===== config.mk =====
export PLATFORM = sky130hd
export DESIGN_NAME = strop_engine
export DESIGN_NICKNAME = d
export VERILOG_FILES = /design/src/rtl/strop_pkg.sv /design/src/rtl/strop_wrap.sv /design/src/rtl/strop_lane.sv /design/src/rtl/strop_engine.sv
export SDC_FILE = /design/constraint.sdc
export NUM_CORES = 2
export LEC_CHECK = 0
export BUFFER_PORTS_ARGS = -buffer_cell sky130_fd_sc_hd__buf_2
export CORE_ASPECT_RATIO = 0.6
export CORE_MARGIN = 8
export CORE_UTILIZATION = 55
export DETAILED_ROUTE_END_ITERATION = 16
export GPL_TIMING_DRIVEN = 0
export PLACE_DENSITY = 0.79
export SKIP_LAST_GASP = 1
export SLEW_MARGIN = 20
export SYNTH_ARGS = -nofsm -noshare
export SYNTH_HDL_FRONTEND = slang
export SYNTH_HIERARCHICAL = 1
export SYNTH_SLANG_ARGS = --single-unit

===== constraint.sdc =====
create_clock -name clk -period 9.5 [get_ports clk]
set_clock_uncertainty 0.05 [all_clocks]
set_input_delay 1.9 -clock clk [delete_from_list [all_inputs] [get_ports clk]]
set_output_delay 1.9 -clock clk [all_outputs]
set_load 0.005 [all_outputs]

===== src/rtl/strop_pkg.sv =====
package strop_pkg;

  typedef enum logic [2:0] {
    PR_MOVE = 3'd0,
    PR_FILL = 3'd1,
    PR_LOAD = 3'd2,
    PR_CMP  = 3'd3,
    PR_SCAN = 3'd4
  } prim_e;

  typedef enum logic [1:0] {
    RK_PLAIN    = 2'd0,
    RK_WHILE_EQ = 2'd1,
    RK_WHILE_NE = 2'd2
  } rkind_e;

  typedef enum logic [2:0] {
    S_IDLE,
    S_TOP,
    S_ACC_A,
    S_ACC_B,
    S_STEP
  } seq_st_e;

  // window of live index/count bits for an address-size mode
  function automatic logic [63:0] mode_mask(input logic [1:0] am);
    case (am)
      2'd0:    mode_mask = 64'h0000_0000_0000_FFFF;
      2'd1:    mode_mask = 64'h0000_0000_FFFF_FFFF;
      default: mode_mask = '1;
    endcase
  endfunction

  function automatic logic cfg_ok(input logic [2:0] pr, input logic [1:0] rk,
                                  input logic [1:0] es, input logic [1:0] am);
    cfg_ok = (pr <= 3'd4) && (rk <= 2'd2) && (am <= 2'd2) &&
             !(es == 2'd3 && am != 2'd2);
  endfunction

endpackage


===== src/rtl/strop_wrap.sv =====
module strop_wrap #(
  parameter int W = 64
) (
  input  logic [W-1:0] cur,
  input  logic [W-1:0] win,
  input  logic [W-1:0] delta,
  input  logic         neg,
  output logic [W-1:0] nxt,
  output logic         zero
);
  logic [W-1:0] sum;

  always_comb begin
    sum  = neg ? (cur - delta) : (cur + delta);
    nxt  = (cur & ~win) | (sum & win);
    zero = ((nxt & win) == '0);
  end
endmodule


===== src/rtl/strop_lane.sv =====
module strop_lane #(
  parameter int DW = 64
) (
  input  logic [1:0]      esz,
  input  logic [DW-1:0]   opa,
  input  logic [DW-1:0]   opb,
  output logic [DW/8-1:0] be,
  output logic [DW-1:0]   dmask,
  output logic            eq
);
  localparam int NB = DW / 8;

  for (genvar j = 0; j < NB; j++) begin : g_byte
    assign be[j]            = (j < (1 << esz));
    assign dmask[8*j +: 8]  = {8{be[j]}};
  end

  assign eq = (((opa ^ opb) & dmask) == '0);
endmodule


===== src/rtl/strop_engine.sv =====
module strop_engine
  import strop_pkg::*;
#(
  parameter int XLEN = 64
) (
  input  logic            clk,
  input  logic            rst,
  input  logic            ld,
  input  logic [XLEN-1:0] ld_cnt,
  input  logic [XLEN-1:0] ld_src,
  input  logic [XLEN-1:0] ld_dst,
  input  logic [XLEN-1:0] ld_acc,
  input  logic            ld_zf,
  input  logic            start,
  input  logic [2:0]      prim,
  input  logic [1:0]      rkind,
  input  logic [1:0]      esize,
  input  logic [1:0]      amode,
  input  logic            dir,
  input  logic            irq,
  output logic            mem_req,
  output logic            mem_we,
  output logic [XLEN-1:0] mem_addr,
  output logic [XLEN/8-1:0] mem_be,
  output logic [XLEN-1:0] mem_wdata,
  input  logic [XLEN-1:0] mem_rdata,
  input  logic            mem_rdy,
  output logic [XLEN-1:0] cnt_o,
  output logic [XLEN-1:0] src_o,
  output logic [XLEN-1:0] dst_o,
  output logic [XLEN-1:0] acc_o,
  output logic            zf_o,
  output logic            busy_o,
  output logic            done_o,
  output logic            cause_o,
  output logic            susp_o
);
  localparam int NB = XLEN / 8;

  seq_st_e         st_q;
  prim_e           prim_q;
  rkind_e          rk_q;
  logic [1:0]      esz_q, am_q;
  logic            dir_q;
  logic [XLEN-1:0] cnt_q, src_q, dst_q, acc_q, tmp_q;
  logic            zf_q, done_q, cause_q, susp_q;

  logic [XLEN-1:0] win, win_in, step, cnt_nx, src_nx, dst_nx;
  logic            cnt_zero, unused_z0, unused_z1;
  logic [XLEN-1:0] dmask, cmp_a;
  logic            lane_eq, uses_src, uses_dst, src_first, flag_stop, hs;

  assign win    = XLEN'(mode_mask(am_q));
  assign win_in = XLEN'(mode_mask(amode));
  assign step   = XLEN'(1) << esz_q;

  strop_wrap #(.W(XLEN)) u_cnt (.cur(cnt_q), .win(win), .delta(XLEN'(1)), .neg(1'b1),
                                .nxt(cnt_nx), .zero(cnt_zero));
  strop_wrap #(.W(XLEN)) u_src (.cur(src_q), .win(win), .delta(step), .neg(dir_q),
                                .nxt(src_nx), .zero(unused_z0));
  strop_wrap #(.W(XLEN)) u_dst (.cur(dst_q), .win(win), .delta(step), .neg(dir_q),
                                .nxt(dst_nx), .zero(unused_z1));

  assign cmp_a = (prim_q == PR_SCAN) ? acc_q : tmp_q;

  strop_lane #(.DW(XLEN)) u_lane (.esz(esz_q), .opa(cmp_a), .opb(mem_rdata),
                                  .be(mem_be), .dmask(dmask), .eq(lane_eq));

  always_comb begin
    uses_src  = (prim_q == PR_MOVE) || (prim_q == PR_LOAD) || (prim_q == PR_CMP);
    uses_dst  = (prim_q != PR_LOAD);
    src_first = uses_src;
    flag_stop = ((prim_q == PR_CMP) || (prim_q == PR_SCAN)) &&
                (((rk_q == RK_WHILE_EQ) && !zf_q) || ((rk_q == RK_WHILE_NE) && zf_q));
    mem_req   = (st_q == S_ACC_A) || (st_q == S_ACC_B);
    mem_we    = ((st_q == S_ACC_A) && (prim_q == PR_FILL)) ||
                ((st_q == S_ACC_B) && (prim_q == PR_MOVE));
    mem_addr  = (((st_q == S_ACC_A) && src_first) ? src_q : dst_q) & win;
    mem_wdata = ((prim_q == PR_FILL) ? acc_q : tmp_q) & dmask;
    hs        = mem_req && mem_rdy;
  end

  always_ff @(posedge clk) begin
    if (rst) begin
      st_q    <= S_IDLE;
      prim_q  <= PR_MOVE;
      rk_q    <= RK_PLAIN;
      esz_q   <= '0;
      am_q    <= '0;
      dir_q   <= 1'b0;
      cnt_q   <= '0;
      src_q   <= '0;
      dst_q   <= '0;
      acc_q   <= '0;
      tmp_q   <= '0;
      zf_q    <= 1'b0;
      done_q  <= 1'b0;
      cause_q <= 1'b0;
      susp_q  <= 1'b0;
    end else begin
      done_q <= 1'b0;
      susp_q <= 1'b0;
      case (st_q)
        S_IDLE: begin
          if (ld) begin
            cnt_q <= ld_cnt;
            src_q <= ld_src;
            dst_q <= ld_dst;
            acc_q <= ld_acc;
            zf_q  <= ld_zf;
          end else if (start && cfg_ok(prim, rkind, esize, amode)) begin
            prim_q <= prim_e'(prim);
            rk_q   <= rkind_e'(rkind);
            esz_q  <= esize;
            am_q   <= amode;
            dir_q  <= dir;
            if ((cnt_q & win_in) == '0) begin
              done_q  <= 1'b1;
              cause_q <= 1'b0;
            end else begin
              st_q <= S_TOP;
            end
          end
        end
        S_TOP: begin
          if (irq) begin
            susp_q <= 1'b1;
            st_q   <= S_IDLE;
          end else begin
            st_q <= S_ACC_A;
          end
        end
        S_ACC_A: begin
          if (hs) begin
            case (prim_q)
              PR_MOVE, PR_CMP: begin
                tmp_q <= mem_rdata;
                st_q  <= S_ACC_B;
              end
              PR_LOAD: begin
                acc_q <= (acc_q & ~dmask) | (mem_rdata & dmask);
                st_q  <= S_STEP;
              end
              PR_SCAN: begin
                zf_q <= lane_eq;
                st_q <= S_STEP;
              end
              default: st_q <= S_STEP;
            endcase
          end
        end
        S_ACC_B: begin
          if (hs) begin
            if (prim_q == PR_CMP) zf_q <= lane_eq;
            st_q <= S_STEP;
          end
        end
        S_STEP: begin
          cnt_q <= cnt_nx;
          if (uses_src) src_q <= src_nx;
          if (uses_dst) dst_q <= dst_nx;
          if (cnt_zero) begin
            done_q  <= 1'b1;
            cause_q <= 1'b0;
            st_q    <= S_IDLE;
          end else if (flag_stop) begin
            done_q  <= 1'b1;
            cause_q <= 1'b1;
            st_q    <= S_IDLE;
          end else begin
            st_q <= S_TOP;
          end
        end
        default: st_q <= S_IDLE;
      endcase
    end
  end

  assign cnt_o   = cnt_q;
  assign src_o   = src_q;
  assign dst_o   = dst_q;
  assign acc_o   = acc_q;
  assign zf_o    = zf_q;
  assign busy_o  = (st_q != S_IDLE);
  assign done_o  = done_q;
  assign cause_o = cause_q;
  assign susp_o  = susp_q;

  logic unused_ok;
  assign unused_ok = unused_z0 ^ unused_z1 ^ (NB == 0);
endmodule


---- Yosys cells after proc, flatten, opt, wreduce, memory -nomap -nowiden ----
Cells that the tools add are included.
word-level totals
  register bits ........................... 337
  bits in latches ......................... 0
  RAM bits ................................ 0
  bits in read-only memories .............. 0
  input bits .............................. 337
  memories kept ........................... 0
operators by class
  add/subtract/negate cells ............... 5
  multipliers ............................. 0
  div/mod/pow operators ................... 0
  magnitude comparators ................... 11
  equality and inequality tests ........... 28
  shift operators ......................... 2
  muxes and demuxes ....................... 48
  bitwise logic cells ..................... 22
  reduce and logical (&&, ||, !) cells .... 42
operator list
  cell                     number
  $and A64 B64 Y64         13
  $mux W64                 13
  $pmux W64 S2             6
  $or A64 B64 Y64          4
  $logic_not A64 Y1        3
  $add A64 B64 Y64         2
  $lt A4 B32 Y1 const A    4
  $not A64 Y64             2
  $sub A64 B64 Y64         2
  $lt A3 B32 Y1 const A    2
  $shl A1 B2 Y64 const A   1
  $sub A64 B1 Y64 const B  1
  $xor A64 B64 Y64         1
  $lt A1 B32 Y1 const A    1
  $lt A2 B32 Y1 const A    1
  $shl A1 B2 Y32 const A   1
  $ne A2 B2 Y1 const B     13
  $mux W1                  18
  $mux W3                  6
  $pmux W3 S5              1
  $eq A3 B2 Y1 const B     4
  $logic_and A1 B1 Y1      12
  $reduce_and A3 Y1        4
  $reduce_and A5 Y1        2
  other kinds (22)         41

---- Longest topological paths before layout ----
  depth in word-level cells ............... 9
  mapped depth ............................ 29
  mapped depth without buffers ............ 28

---- Cells and area by module ----
The synthesis kept the hierarchy.
modules (own cells, without submodules)
  module               times used  cells an instance  area each (um^2)
  strop_engine         1           2327               17874.6
  strop_wrap at u_src  1           1065               6966.7
  strop_wrap at u_cnt  1           1063               6675.2
  strop_wrap at u_dst  1           1034               6583.8
  strop_lane           1           161                1246.2

---- Worst setup path before layout ----
No wires, ideal clock.
  kind .................................... register to register
  start ................................... register am_q[1]
  end ..................................... register st_q[0]
  library setup time ...................... 59 ps
  arrival time ............................ 6987 ps
  slack ................................... 2404 ps
  cell stages (with the launch flop) ...... 11
  buffers on the path ..................... 1
  period minus slack after synthesis ...... 7096 ps
  cell sequence ........................... dfxtp_1 -> clkbuf_1 -> o21ai_0 -> and4b_1 -> nand4_1 -> or4_1 -> a2111oi_2 -> nor2_1 -> nand2_1 -> a221oi_1 -> a22o_1
on the way
  word-level cells in the longest chain between the ends .. 9
  elaborated cells on any way between the ends .. 11
ends and longest elaborated chain
  item                                              line                 source
  start, declared                                   strop_engine.sv:43   logic [1:0] esz_q, am_q;
  start signal, assigned                            strop_engine.sv:115  am_q <= amode;
  $eq A2 B1 Y1 or $logic_not A2 Y1 (tied branches)  strop_pkg.sv:27      case (am)
  $pmux W64 S2 *                                    strop_pkg.sv:27
  named net win[32]                                 strop_engine.sv:48   logic [XLEN-1:0] win, win_in, step, cnt_nx, src_nx, dst_nx;
  $not A64 Y64                                      strop_wrap.sv:15     nxt = (cur & ~win) | (sum & win);
  $and A64 B64 Y64                                  strop_wrap.sv:15
  $or A64 B64 Y64                                   strop_wrap.sv:15
  $and A64 B64 Y64 *                                strop_wrap.sv:16     zero = ((nxt & win) == '0);
  $logic_not A64 Y1 *                               strop_wrap.sv:16
  named net cnt_zero                                strop_engine.sv:49   logic cnt_zero, unused_z0, unused_z1;
  $mux W1 *                                         strop_engine.sv:162  if (cnt_zero) begin
  $pmux W3 S5 *                                     strop_engine.sv:103  case (st_q)
  end signal, assigned                              strop_engine.sv:165  st_q <= S_IDLE;
  end signal, assigned                              strop_engine.sv:169  st_q <= S_IDLE;
  end signal, assigned                              strop_engine.sv:171  st_q <= S_TOP;
  end, declared                                     strop_engine.sv:40   seq_st_e st_q;
The timed path passes the listed nets; every way through them passes the cells marked *.
A chain may end at the register's enable or synchronous reset.

---- Final worst setup path ----
  start ................................... register cnt_q[31], in the netlist cnt_o[31]
  end ..................................... register done_q, in the netlist done_o
on the way
  word-level cells in the longest chain between the ends .. 7
  elaborated cells on any way between the ends .. 13
ends and longest elaborated chain
  item                    line                 source
  start, declared         strop_engine.sv:45   logic [XLEN-1:0] cnt_q, src_q, dst_q, acc_q, tmp_q;
  start signal, assigned  strop_engine.sv:106  cnt_q <= ld_cnt;
  start signal, assigned  strop_engine.sv:159  cnt_q <= cnt_nx;
  $sub A64 B1 Y64         strop_wrap.sv:14     sum = neg ? (cur - delta) : (cur + delta);
  $and A64 B64 Y64        strop_wrap.sv:15
  $or A64 B64 Y64 *       strop_wrap.sv:15
  $and A64 B64 Y64 *      strop_wrap.sv:16
  $logic_not A64 Y1 *     strop_wrap.sv:16
  named net cnt_zero      strop_engine.sv:49
  $mux W1 *               strop_engine.sv:162
  $pmux W1 S2 *           strop_engine.sv:103
  end signal, assigned    strop_engine.sv:101  done_q <= 1'b0;
  end signal, assigned    strop_engine.sv:163  done_q <= 1'b1;
  end signal, assigned    strop_engine.sv:167  done_q <= 1'b1;
  end, declared           strop_engine.sv:46   logic zf_q, done_q, cause_q, susp_q;
Marked as above.

==> metrics.md <==
| Metric | Value |
|---|---|
| Fin. Hold Viols | `0` |
| Max stage delay on crit path | `1.01 ns` |
| Cts hold-fix bufs | `0` |
| First-pass DRT Iterations | `9` |
| CP cell instances | `ha_1 -> clkbuf_1 -> nand4_1 -> nor3_1 -> nand2_1 -> a211oi_1 -> nor3_1 -> o21ai_1 -> xor2_1 -> a22oi_1 -> nand4_1 -> or4b_1 -> or4_1 -> a2111oi_2 -> nand2b_1 -> nand2_1 -> a2111oi_0` |
| Final Instance Area | `47200 µm²` |
| Clk buf depth | `3` |
| H-tree depth | `2` |
| Critical path required time | `9.87 ns` |
| WP data arrival | `8.23 ns` |
| Rows | `75` |
| Max-slew headroom | `0.176` |
| Worst min-delay path class | `reg -> reg` |
| Crit start category | `flop` |
| DR vias | `48100` |
| Num CTS Buffers | `38` |
| Crit Reg-Reg Endpoint | `done_o$_SDFF_PP0_` |
| CTS tree | `built` |
| Die Span X | `357 µm` |
| Antenna viol nets, final | `0` |
| Starting Density | `0.553` |
| R2r startpoint | `cnt_o[31]$_SDFFE_PP0P_` |
| Clock transition at the registers of the reported paths | `0.07 ns` |
| Hpwl dp | `152000 µm` |
| Mapped cell area | `38400 µm²` |
| Post-Place Cell Area | `46000 µm²` |
| Crit share post-route | `0.827` |
| Skew-Pair Late Insertion Delay | `0.63 ns` |
| CORE AREA | `69400 µm²` |
| Residual DRC count | `0` |
| Final min period | `7.86 ns` |
| Vias per cell | `6.03` |
| Least-Margin Pin Slew | `1.21 ns` |
| Max cap viols | `0` |
| Synthesized instance count | `5514` |
| Worst VDD drop | `0.000130 V` |
| Die height | `221 µm` |
| CP max stage cell | `a2111oi_0` |
| Share of post-route cells with drive strength above 1 | `0.177` |
| First-pass GRT wire length | `269000 µm` |
| Status | `finished clean` |
| Fmax | `127 MHz` |
| Core Util, Final | `0.680` |
| CP Launch Point | `cnt_o[31]$_SDFFE_PP0P_` |
| DR WL/cell | `23.4 µm` |
| RSZ-0062 raised after global routing | `no` |
| Reg2reg setup slack | `1.64 ns` |
| Worst R2R Path Depth | `17` |
| Synth-to-layout area growth | `23.0%` |
| Post-CTS Setup Inserts | `0` |
| Buffers added on ports | `733` |
| # IOs | `736` |
| Initial antenna violation count | `42` |
| Commonest non-fill, non-tap cell in the layout | `nand2_1` |
| Die ar. | `78800 µm²` |
| Total grt overflow | `0` |
| CP max FO | `10` |
| Crit end category | `flop` |
| Post-CTS sizing | `0` |
| RD Place Congestion | `1.12` |
| GRT Total Usage | `0.441` |
| Fin nets | `7519` |
| Leakage power | `21.4 nW` |
| Max Slew Vio Count | `0` |
| First DRT Iteration DRCs | `7166` |
| CP endpoint | `done_o$_SDFF_PP0_` |
| Mean Syn Cell Area | `6.96 µm²` |
| Final setup viols | `0` |
| Most frequent cells in the layout | `993 x nand2_1, 820 x buf_2, 698 x conb_1, 503 x nor2_1, 425 x a21oi_1` |
| Final WL | `186000 µm` |
| Largest net degree at the start of global routing | `76` |
| CTS Sinks | `337` |
| Root buf cell | `clkbuf_16` |
| Vias in the first global route | `43200` |
| PwrDens | `155 nW/µm²` |
| Critical Setup Path Class | `reg -> reg` |
| YS warnings | `6` |
## power by group
part | switching (mW) | internal (mW)
logic | 2.41 | 1.43
clock network | 0.726 | 0.791
registers | 0.363 | 1.62
## worst max-delay path: cells and delay by family (launching register included)
kind	cells	cell delay, ns
adders and majority gates	1	0.31
AOI/OAI and AO/OA	5	3.05
and+or+nand+nor	9	3.24
xor gates and xnor gates	1	0.24
buffers and inverters	1	0.36
DFF	1	0.39
## metal layers
metal | vias up | track usage | routed length (µm)
met3 | 504 | 0.169 | 29100
met1 | 22300 | 0.597 | 75100
met4 | 22 | 0.182 | 8600
met5 | - | 0 | 163
met2 | 3319 | 0.622 | 73200
li1 | 21900 | - | -
## layout make-up
cell class | instances | area [µm²]
Tap cell | 924 | 1160
Clock inverter | 11 | 126
Inverter | 255 | 960
Antenna cell | 29 | 72.6
Sequential cell | 337 | 6750
Buffer | 382 | 1930
Timing Repair Buffer | 738 | 3780
Multi-Input combinational cell | 5235 | 31400
Fill cell | 6352 | 22200
Clock buffer | 54 | 1060
## stage by stage
step	setup TNS (ns)	power [mW]	hold WS, ns	instances	setup WS (ns)
5_1_grt	0	7.67	0.434	7959	1.83
6_report	0	7.34	0.424	7965	1.64
3_5_place_dp	0	5.62	0.410	7871	2.46
4_1_cts	0	7.12	0.419	7936	2.39
3_3_place_gp	-0.398	5.57	0.404	7866	-0.212
2_1_floorplan	0	4.35	0.397	6209	3.25
## how the worst min path moves through the flow
| stage | slack, ns | end | cells past startpoint | start |
|---|---|---|---|---|
| after floorplan | 0.40 | tmp_q[0]$_SDFFE_PP0P_ | 2 | tmp_q[0]$_SDFFE_PP0P_ |
| after global routing | 0.43 | tmp_q[48]$_SDFFE_PP0P_ | 2 | tmp_q[48]$_SDFFE_PP0P_ |
| final | 0.42 | tmp_q[0]$_SDFFE_PP0P_ | 2 | tmp_q[0]$_SDFFE_PP0P_ |
| after CTS | 0.42 | tmp_q[48]$_SDFFE_PP0P_ | 2 | tmp_q[48]$_SDFFE_PP0P_ |
| after global placement | 0.40 | tmp_q[17]$_SDFFE_PP0P_ | 2 | tmp_q[17]$_SDFFE_PP0P_ |
| after detailed placement | 0.41 | tmp_q[48]$_SDFFE_PP0P_ | 2 | tmp_q[48]$_SDFFE_PP0P_ |
No activity file was read; power rests on OpenSTA's default activity.
